File: src/rtl/pbc_pkg.sv
package pbc_pkg;

    typedef enum logic [2:0] {
        MODE_FREERUN  = 3'd0,
        MODE_HOLDOVER = 3'd1,
        MODE_MINIHOLD = 3'd2,
        MODE_LOCKING  = 3'd3,
        MODE_LOCKED   = 3'd4
    } pll_mode_e;

    function automatic logic is_tracking(input logic [2:0] mode);
        return (mode == MODE_LOCKING) || (mode == MODE_LOCKED);
    endfunction

endpackage

File: src/rtl/pbc_trigger.sv
module pbc_trigger
    import pbc_pkg::*;
(
    input  logic       clk,
    input  logic       rst_n,
    input  logic [2:0] pll_mode,
    input  logic       ref_switch,
    input  logic       bld_en,
    input  logic       bld_hold,
    output logic       capture,
    output logic       tmp_hold
);

    typedef struct packed {
        logic trk;
        logic en;
        logic frz;
        logic hold;
    } trig_t;

    trig_t st_d, st_q;
    logic  trk_now;
    logic  armed;

    always_comb begin
        trk_now = is_tracking(pll_mode);
        armed   = bld_en & ~bld_hold;
        // switch, leaving a holding mode, enable rise, freeze release
        capture = armed & (ref_switch
                         | (trk_now & ~st_q.trk)
                         | (trk_now & ~st_q.en)
                         | (trk_now &  st_q.frz));
        st_d.trk  = trk_now;
        st_d.en   = bld_en;
        st_d.frz  = bld_hold;
        st_d.hold = armed & ref_switch;
        tmp_hold  = st_q.hold;
    end

    always_ff @(posedge clk) begin
        if (!rst_n) begin
            st_q <= '0;
        end else begin
            st_q <= st_d;
        end
    end

endmodule

File: src/rtl/pbc_slew.sv
module pbc_slew #(
    parameter int OFS_W  = 18,
    parameter int STEP_W = 12
) (
    input  logic                    clk,
    input  logic                    rst_n,
    input  logic signed [OFS_W-1:0] goal,
    input  logic [STEP_W-1:0]       step_max,
    output logic signed [OFS_W-1:0] target
);

    localparam int DW = OFS_W + 1;

    logic signed [OFS_W-1:0] tgt_d, tgt_q;
    logic signed [DW-1:0]    goal_x, tgt_x, diff, stp;

    always_comb begin
        goal_x = {goal[OFS_W-1], goal};
        tgt_x  = {tgt_q[OFS_W-1], tgt_q};
        diff   = goal_x - tgt_x;
        stp    = {{(DW-STEP_W){1'b0}}, step_max};
        if (diff > stp) begin
            tgt_d = tgt_q + stp[OFS_W-1:0];
        end else if (diff < -stp) begin
            tgt_d = tgt_q - stp[OFS_W-1:0];
        end else begin
            tgt_d = goal;
        end
        target = tgt_q;
    end

    always_ff @(posedge clk) begin
        if (!rst_n) begin
            tgt_q <= '0;
        end else begin
            tgt_q <= tgt_d;
        end
    end

endmodule

File: src/rtl/phase_buildout_ctrl.sv
module phase_buildout_ctrl
    import pbc_pkg::*;
#(
    parameter int PH_W   = 16,
    parameter int MAN_W  = 15,
    parameter int BIAS_W = 8,
    parameter int OFS_W  = 18,
    parameter int STEP_W = 12
) (
    input  logic                     clk,
    input  logic                     rst_n,
    input  logic [2:0]               pll_mode,
    input  logic                     ref_switch,
    input  logic signed [PH_W-1:0]   phase_err,
    input  logic                     bld_en,
    input  logic                     bld_hold,
    input  logic signed [BIAS_W-1:0] bld_bias,
    input  logic signed [MAN_W-1:0]  man_ofs,
    input  logic [STEP_W-1:0]        step_max,
    output logic signed [OFS_W-1:0]  target,
    output logic                     bld_event,
    output logic                     tmp_hold
);

    typedef struct packed {
        logic [OFS_W-1:0] acc;
        logic [OFS_W-1:0] man;
        logic             evt;
    } ctl_t;

    ctl_t st_d, st_q;

    logic                    capture;
    logic signed [OFS_W-1:0] err_x, bias_x, man_x, goal;

    pbc_trigger u_trig (
        .clk        (clk),
        .rst_n      (rst_n),
        .pll_mode   (pll_mode),
        .ref_switch (ref_switch),
        .bld_en     (bld_en),
        .bld_hold   (bld_hold),
        .capture    (capture),
        .tmp_hold   (tmp_hold)
    );

    always_comb begin
        err_x  = OFS_W'(phase_err);
        bias_x = OFS_W'(bld_bias);
        man_x  = OFS_W'(man_ofs);
        st_d   = st_q;
        if (capture) begin
            st_d.acc = err_x + bias_x;
        end
        if (is_tracking(pll_mode)) begin
            st_d.man = man_x;
        end
        st_d.evt  = capture;
        goal      = bld_en ? signed'(st_q.acc) : signed'(st_q.man);
        bld_event = st_q.evt;
    end

    always_ff @(posedge clk) begin
        if (!rst_n) begin
            st_q <= '0;
        end else begin
            st_q <= st_d;
        end
    end

    pbc_slew #(
        .OFS_W  (OFS_W),
        .STEP_W (STEP_W)
    ) u_slew (
        .clk      (clk),
        .rst_n    (rst_n),
        .goal     (goal),
        .step_max (step_max),
        .target   (target)
    );

endmodule

File: config.mk
export PLATFORM = sky130hd
export DESIGN_NAME = phase_buildout_ctrl
export DESIGN_NICKNAME = d
export VERILOG_FILES = /design/src/rtl/pbc_pkg.sv /design/src/rtl/pbc_trigger.sv /design/src/rtl/pbc_slew.sv /design/src/rtl/phase_buildout_ctrl.sv
export SDC_FILE = /design/constraint.sdc
export NUM_CORES = 1
export LEC_CHECK = 0
export BUFFER_PORTS_ARGS = -buffer_cell sky130_fd_sc_hd__buf_4
export CAP_MARGIN = 40
export CORE_MARGIN = 8
export CORE_UTILIZATION = 54
export CTS_CLUSTER_SIZE = 20
export DETAILED_ROUTE_END_ITERATION = 6
export GPL_ROUTABILITY_DRIVEN = 0
export GPL_TIMING_DRIVEN = 0
export PLACE_DENSITY = 0.79
export SLEW_MARGIN = 15
export SYNTH_ARGS = -nofsm -noshare
export SYNTH_HDL_FRONTEND = slang
export SYNTH_SLANG_ARGS = --single-unit
File: constraint.sdc
create_clock -name clk -period 4.4 [get_ports clk]
set_clock_uncertainty 0.2 [all_clocks]
set_input_delay 0.44 -clock clk [delete_from_list [all_inputs] [get_ports clk]]
set_output_delay 0.44 -clock clk [all_outputs]
set_load 0.02 [all_outputs]
==> results of run 1 <==
[synth_stat cells, types with 2 or more instances]
library cell	n	area [µm²]
a211o_1	5	43.8
a211oi_1	8	60.1
a21boi_1	3	22.5
a21o_1	11	82.6
a21oi_1	65	325
a311oi_1	3	26.3
a31oi_1	8	50.1
and2_1	4	25.0
and3_1	4	25.0
and4_1	2	17.5
buf_2	2	10.0
clkbuf_1	18	67.6
dfxtp_1	55	1100
fa_1	4	80.1
ha_1	86	1080
inv_1	59	221
mux2_2	13	146
mux2i_1	32	320
nand2_1	48	180
nand2b_1	4	25.0
nand3_1	13	65.1
nand3b_1	2	15.0
nand4_1	7	43.8
nor2_1	66	248
nor2b_1	10	62.6
nor3_1	17	85.1
nor4_1	5	31.3
o211ai_1	5	37.5
o21a_1	5	37.5
o21ai_0	29	145
o21ai_1	10	50.1
o21bai_1	9	67.6
o221ai_1	2	17.5
o31ai_1	5	37.5
or2_2	2	12.5
or3_1	12	75.1
xnor2_1	55	482
xor2_1	12	105
[routing by layer]
metal,share of wire,track usage
met1,0.41,0.263
met2,0.49,0.416
met3,0.062,0.0310
met4,0.035,0.0898
met5,0,0
[cell type report]
type	count	area (µm²)
Inverter	60	225
Timing Repair Buffer	102	903
Tap cell	140	175
Clock buffer	5	68.8
Fill cell	848	3360
Clock inverter	3	46.3
Sequential cell	55	1100
Multi-Input combinational cell	593	4640
Buffer	22	169
[worst reg2reg max path, cell delays in order (launching register included)]
cell and delay, ns:
dfxtp_1 0.36, mux2i_4 0.18, ha_2 0.21, inv_2 0.04, fa_2 0.36, a211oi_4 0.33, o21bai_1 0.12, a21oi_1 0.18
xnor2_1 0.18, ha_1 0.29, a211o_1 0.32, o221ai_1 0.18, a21oi_1 0.09, o31ai_1 0.23, a21oi_1 0.10, o21ai_1 0.22
nand3_2 0.16, o21ba_4 0.24, or3_4 0.37, o211a_1 0.13
[path summary, 6_finish.rpt]
kind	endpoint	slack [ns]	depth (start not counted)
hold reg to reg	st_q[32]$_SDFFE_PN0P_	0.26	2
setup reg to reg	u_slew.target[16]$_SDFF_PN0_	-0.20	19
hold / removal	u_trig.st_q[1]$_SDFF_PN0_	0.14	2
setup / recovery	u_slew.target[16]$_SDFF_PN0_	-0.23	21
[power breakdown]
part	switching [mW]	internal (mW)	leakage (nW)	total, mW
clock network	0.186	0.172	0.0548	0.358
registers	0.0964	0.582	0.452	0.679
logic	1.92	1.72	2.80	3.64
[registers in the layout, indices dropped and copies added, names as in the netlist]
| name | flops |
|---|---|
| u_trig.tmp_hold | 1 |
| u_trig.st_q | 3 |
| st_q | 32 |
| bld_event | 1 |
| u_slew.target | 18 |
[repair_timing]
action | 4_1_cts | 5_1_grt
buffers inserted | 12 | 8
gates resized for setup | 47 | 42
pin swaps | 22 | 29
endpoints found under the setup margin | 18 | 18
gates cloned | 1 | 3
[kinds of logic (layout without fill, tap and decap cells)]
group | Yosys count | in the layout
AO/OA/AOI/OAI | 188 | 188
XOR/XNOR | 68 | 68
buffers and inverters | 83 | 192
adder cells (fa/ha/maj) | 90 | 90
multiplexers | 45 | 45
AND/OR/NAND/NOR | 202 | 202
flip-flops | 55 | 55
[cells in the final DEF (no fill, tap or decap), types with 5 or more instances in the layout]
cell type  instances
xnor2_1           54
a21oi_2            7
clkbuf_8           6
o21ai_2           11
xor2_1            12
nand3_1           12
a21oi_1           58
buf_4             88
mux2i_1           31
nor2_1            64
nor4_1             5
nand4_1            7
o211ai_1           5
a21o_1            11
nand2_1           47
o21ai_0           19
buf_8              6
clkbuf_1          15
or3_1             11
ha_1              83
a31oi_1            8
nor2b_1            9
nor3_1            15
dfxtp_1           55
o21ai_1            8
inv_1             58
a211o_1            5
o21a_1             5
mux2_2            12
buf_12             6
o21bai_1           9
==> qor.yml, run 1 <==
outcome:
  status: "finished with violations"
  failed_checks: "negative setup slack"
worst_setup_path:
  critPathMostFrequentCell: "a21oi_1"
  crit_path_max_fanout: 3
  cp_data_required_time_ns: 4.42
  critPathSlowestCell: "or3_4"
  path_class: "in2reg"
  crit_chain: "buf_8, clkbuf_16, mux2i_4, ha_2, inv_2, fa_2, a211oi_4, o21bai_1, a21oi_1, xnor2_1, ha_1, a211o_1, o221ai_1, a21oi_1, o31ai_1, a21oi_1, o21ai_1, nand3_2, o21ba_4, or3_4, o211a_1"
  path_buf_inv: 3
  critPathTopFamily: "compound AO/OA/AOI/OAI gates"
  startpoint_type: "input port"
  cp-startpoint: "bld_en"
  max_stage_delay_ns: 0.37
  crit_path_end_kind: "register"
  rr_startpoint: "st_q[19]$_SDFFE_PN0P_"
  arrival_ns: 4.65
die:
  num_rows: 38
  die_w_um: 120
  core_mm2: 0.0107
  initial_utilization: 0.545
  io_pins: 79
  dieHeight_um: 120
  die-area_mm2: 0.0144
sta:
  setup_viol: 18
  fin_crit_sh: 1.05
  drv_slew: 0
  grt_setup_unrepaired: "true"
  period_needed_ns: 4.63
  fin_setup_tns_ns: -2.49
  finalHoldViolations: 0
  tightest_slew_ns: 0.814
  relSlewSlack: 0.454
  holdWs_ns: 0.142
  max_freq_mhz: 216
  setup_slack_ns: -0.226
synthesis:
  synth_area_mm2: 0.00583
  synth_fa_ha_area_frac: 0.198
  synth-main-ff-cell: "dfxtp_1"
  synth_top_family_by_area: "compound AO/OA/AOI/OAI gates"
  synth_compound_area_frac: 0.207
  async_flop_share: 0
  seq_area_frac_synth: 0.189
  synthMuxAreaShare: 0.0800
  synth_fp_nets: 880
  synth_warnings: 0
  synth-seq-cells: 55
  avgSynthCellArea_um2: 7.98
  synth_xor_area_frac: 0.103
  syn_inst: 731
  synth_edf_count: 0
  synthSimpleGateAreaFrac: 0.164
  ys_types: 69
grt:
  grt_start_max_net_pins: 19
  overflow: 0
  grt_pass1_wl_mm: 27.3
  track_usage: 0.228
  antenna_found_initial: 0
  grt_pass1_vias: 5916
cts:
  clkLatencyLatePin_ns: 0.33
  htreeDepth: 2
  tritoncts: "done"
  cts-root-buf: "clkbuf_8"
  cts_buffers: 5
  cts.sinks: 55
  clk_pin_slew_worst_paths_ns: 0.11
  clock_path_buffers: 2
  cts-hold-fix-buffers: 0
placed_design:
  pre_cts_ws_ns: -1.00
  placed_area_mm2: 0.00660
  placed_cells: 949
  dp_hpwl_mm: 13.2
  io_buffers: 78
detailed_routing:
  drc: 0
  drt_iter0_drc: 366
  totalWireLength_mm: 17.5
  vias_per_cell: 5.98
  antenna_left: 0
  drt_first_pass_iters: 5
  num_vias: 5860
  avgRoutedWirePerCell_um: 17.8
finish:
  instances_no_fill: 980
  syn2layout_area_growth_pct: 25.7
  drive_gt1_frac: 0.221
  final_util: 0.685
  fin_nets: 988
  diodes: 0
  stdcell_area_mm2: 0.00733
pwr:
  cellLeakagePower_nw: 3.30
  max-vdd-ir-drop_v: 0.000319
  p_total_mw: 4.68
  p_per_area_mw_per_mm2: 638
hold_path:
  hp-start: "bld_hold"
  hold_class: "in2reg"
run:
  maxCapViolCount: 0
Note: power is estimated with default switching activity, not from simulation.
==> run 2, diff against run 1 <==
--- a/config.mk
+++ b/config.mk
@@ -14,6 +14,7 @@
 export GPL_ROUTABILITY_DRIVEN = 0
 export GPL_TIMING_DRIVEN = 0
 export PLACE_DENSITY = 0.79
+export RECOVER_POWER = 50
 export SLEW_MARGIN = 15
 export SYNTH_ARGS = -nofsm -noshare
 export SYNTH_HDL_FRONTEND = slang
==> run 2 against run 1 <==
The flow still finishes with violations (negative setup slack). Power is 1.1% lower. Utilization decreased by 0.70 points. Via count is 0.46% lower. First-iteration DRC count grew 0.27%. Worst setup slack better by 0.018 ns. Largest cell class unchanged. Non-clock buffer count did not move. Combinational power shrank 1%.
==> qor.yml, run 2 (synthesis gave the netlist of run 1 again) <==
outcome:
  status: "finished with violations"
  failed_checks: "negative setup slack"
grt:
  overflow: 0
  grt_pass1_vias: 5916
  grt_pass1_wl_mm: 27.3
  grt_start_max_net_pins: 19
  antenna_found_initial: 0
  track_usage: 0.228
sta:
  period_needed_ns: 4.61
  grt_setup_unrepaired: "true"
  tightest_slew_ns: 0.828
  setup_viol: 18
  finalHoldViolations: 0
  setup_slack_ns: -0.208
  holdWs_ns: 0.142
  relSlewSlack: 0.444
  max_freq_mhz: 217
  drv_slew: 0
  fin_crit_sh: 1.05
worst_setup_path:
  cp_data_required_time_ns: 4.42
  arrival_ns: 4.63
  crit_path_end_kind: "register"
  startpoint_type: "input port"
  critPathMostFrequentCell: "a21oi_1"
  reg2reg_slack_ns: -0.18
  critPathSlowestCell: "or3_4"
  reg2reg_depth: 19
  rr_startpoint: "st_q[19]$_SDFFE_PN0P_"
  crit_path_max_fanout: 3
  path_class: "in2reg"
  r2r-end: "u_slew.target[16]$_SDFF_PN0_"
  cp-startpoint: "bld_en"
  crit_chain: "buf_8, clkbuf_16, mux2i_4, ha_2, inv_2, fa_2, a211oi_4, o21bai_1, a21oi_1, xnor2_1, ha_1, a211o_1, o221ai_1, a21oi_1, o31ai_1, a21oi_1, o21ai_1, nand3_2, o21ba_4, or3_4, o211a_1"
  max_stage_delay_ns: 0.37
die:
  io_pins: 79
  dieHeight_um: 120
  core_mm2: 0.0107
  die-area_mm2: 0.0144
  initial_utilization: 0.545
  num_rows: 38
  die_w_um: 120
finish:
  diodes: 0
  fillers: 868
  final_common_cell: "ha_1"
  syn2layout_area_growth_pct: 24.5
  drive_gt1_frac: 0.198
  fin_nets: 988
  largest_reg_flops: 32
  top_register: "st_q"
  multi_input_area_mm2: 0.00464
  seqCellArea_mm2: 0.00110
  layout_common_cells: "ha_1, buf_4, nor2_1, inv_1, a21oi_1"
detailed_routing:
  drc: 0
  drt_first_pass_iters: 5
  totalWireLength_mm: 17.4
  vias_per_cell: 5.95
  num_vias: 5833
  antenna_left: 0
  drt_iter0_drc: 367
  avgRoutedWirePerCell_um: 17.8
cts:
  clkLatencyLatePin_ns: 0.33
  tritoncts: "done"
  clock_path_buffers: 2
  cts.sinks: 55
  clk_pin_slew_worst_paths_ns: 0.11
  cts-root-buf: "clkbuf_8"
  htreeDepth: 2
  cts_buffers: 5
hold_path:
  hold_class: "in2reg"
  hold_end: "u_trig.st_q[1]$_SDFF_PN0_"
  min_path_cells: 2
  hp-start: "bld_hold"
placed_design:
  dp_hpwl_mm: 13.2
  io_buffers: 78
  pre_cts_ws_ns: -1.00
run:
  maxCapViolCount: 0
pwr:
  cellLeakagePower_nw: 3.22
  p_per_area_mw_per_mm2: 638
  max-vdd-ir-drop_v: 0.000306
==> run 2: changes by cell type in the layout (fill, tap and decap cells not counted), sizes merged <==
cell / delta
buf: -21
clkbuf: +21
==> run 2: what timing repair did <==
item,4_1_cts,5_1_grt
endpoints found under the setup margin,18,18
resized for setup,47,42
hold buffers,0,0
cloned,1,3
setup buffers,12,8
pin swaps,22,29
hold endpoints to repair,0,0
==> run 2: metal layers <==
metal  global-route usage  vias up  routed length (µm)
li1                     -     2801                   -
met1                0.263     2750                7220
met2                0.416      234                8530
met3               0.0310       48                1090
met4               0.0898        0                 574
met5                    0        -                   0
==> run 2: final cells by class <==
cell class                      count  share of cell area
Clock inverter                      3             0.00638
Multi-Input combinational cell    593               0.640
Timing Repair Buffer              102               0.114
Sequential cell                    55               0.152
Clock buffer                        5             0.00948
Buffer                             22              0.0233
Tap cell                          140              0.0241
Inverter                           60              0.0310
==> run 2: worst max-delay path by stage <==
stage / end / slack, ns / depth (start not counted)
after floorplan: u_slew.target[3]$_SDFF_PN0_ / 0.01 / 21
after global placement: u_slew.target[14]$_SDFF_PN0_ / -0.95 / 22
after detailed placement: u_slew.target[4]$_SDFF_PN0_ / -1.00 / 21
after CTS: u_slew.target[15]$_SDFF_PN0_ / -0.06 / 23
after global routing: u_slew.target[15]$_SDFF_PN0_ / -0.37 / 24
final: u_slew.target[16]$_SDFF_PN0_ / -0.21 / 21
==> run 2: metrics by stage <==
| step | total power, mW | cells | utilization | setup TNS (ns) | area (µm²) |
|---|---|---|---|---|---|
| floorplan | 2.76 | 731 | - | 0 | 5840 |
| global placement | 3.34 | 949 | 0.617 | -15.72 | 6600 |
| detailed placement | 3.45 | 949 | 0.617 | -16.58 | 6600 |
| CTS | 4.15 | 970 | 0.658 | -0.545 | 7040 |
| global route | 4.96 | 980 | 0.678 | -5.32 | 7260 |
| finish | 4.63 | 980 | 0.678 | -2.19 | 7260 |
==> run 2: power breakdown <==
part           switching (mW)  internal, mW  leakage, nW  total (mW)
clock                   0.186         0.172       0.0548       0.358
sequential             0.0941         0.583        0.452       0.677
combinational            1.92          1.68         2.71        3.59
total                    2.20          2.43         3.22        4.63
==> run 2: worst max-delay path: cells and delay by family <==
family	cells	cell delay, ns
XOR/XNOR	1	0.18
AO/OA/AOI/OAI	11	2.13
AND/OR/NAND/NOR	2	0.53
buffers and inverters	3	0.25
adder cells (fa/ha/maj)	3	0.86
multiplexers	1	0.24
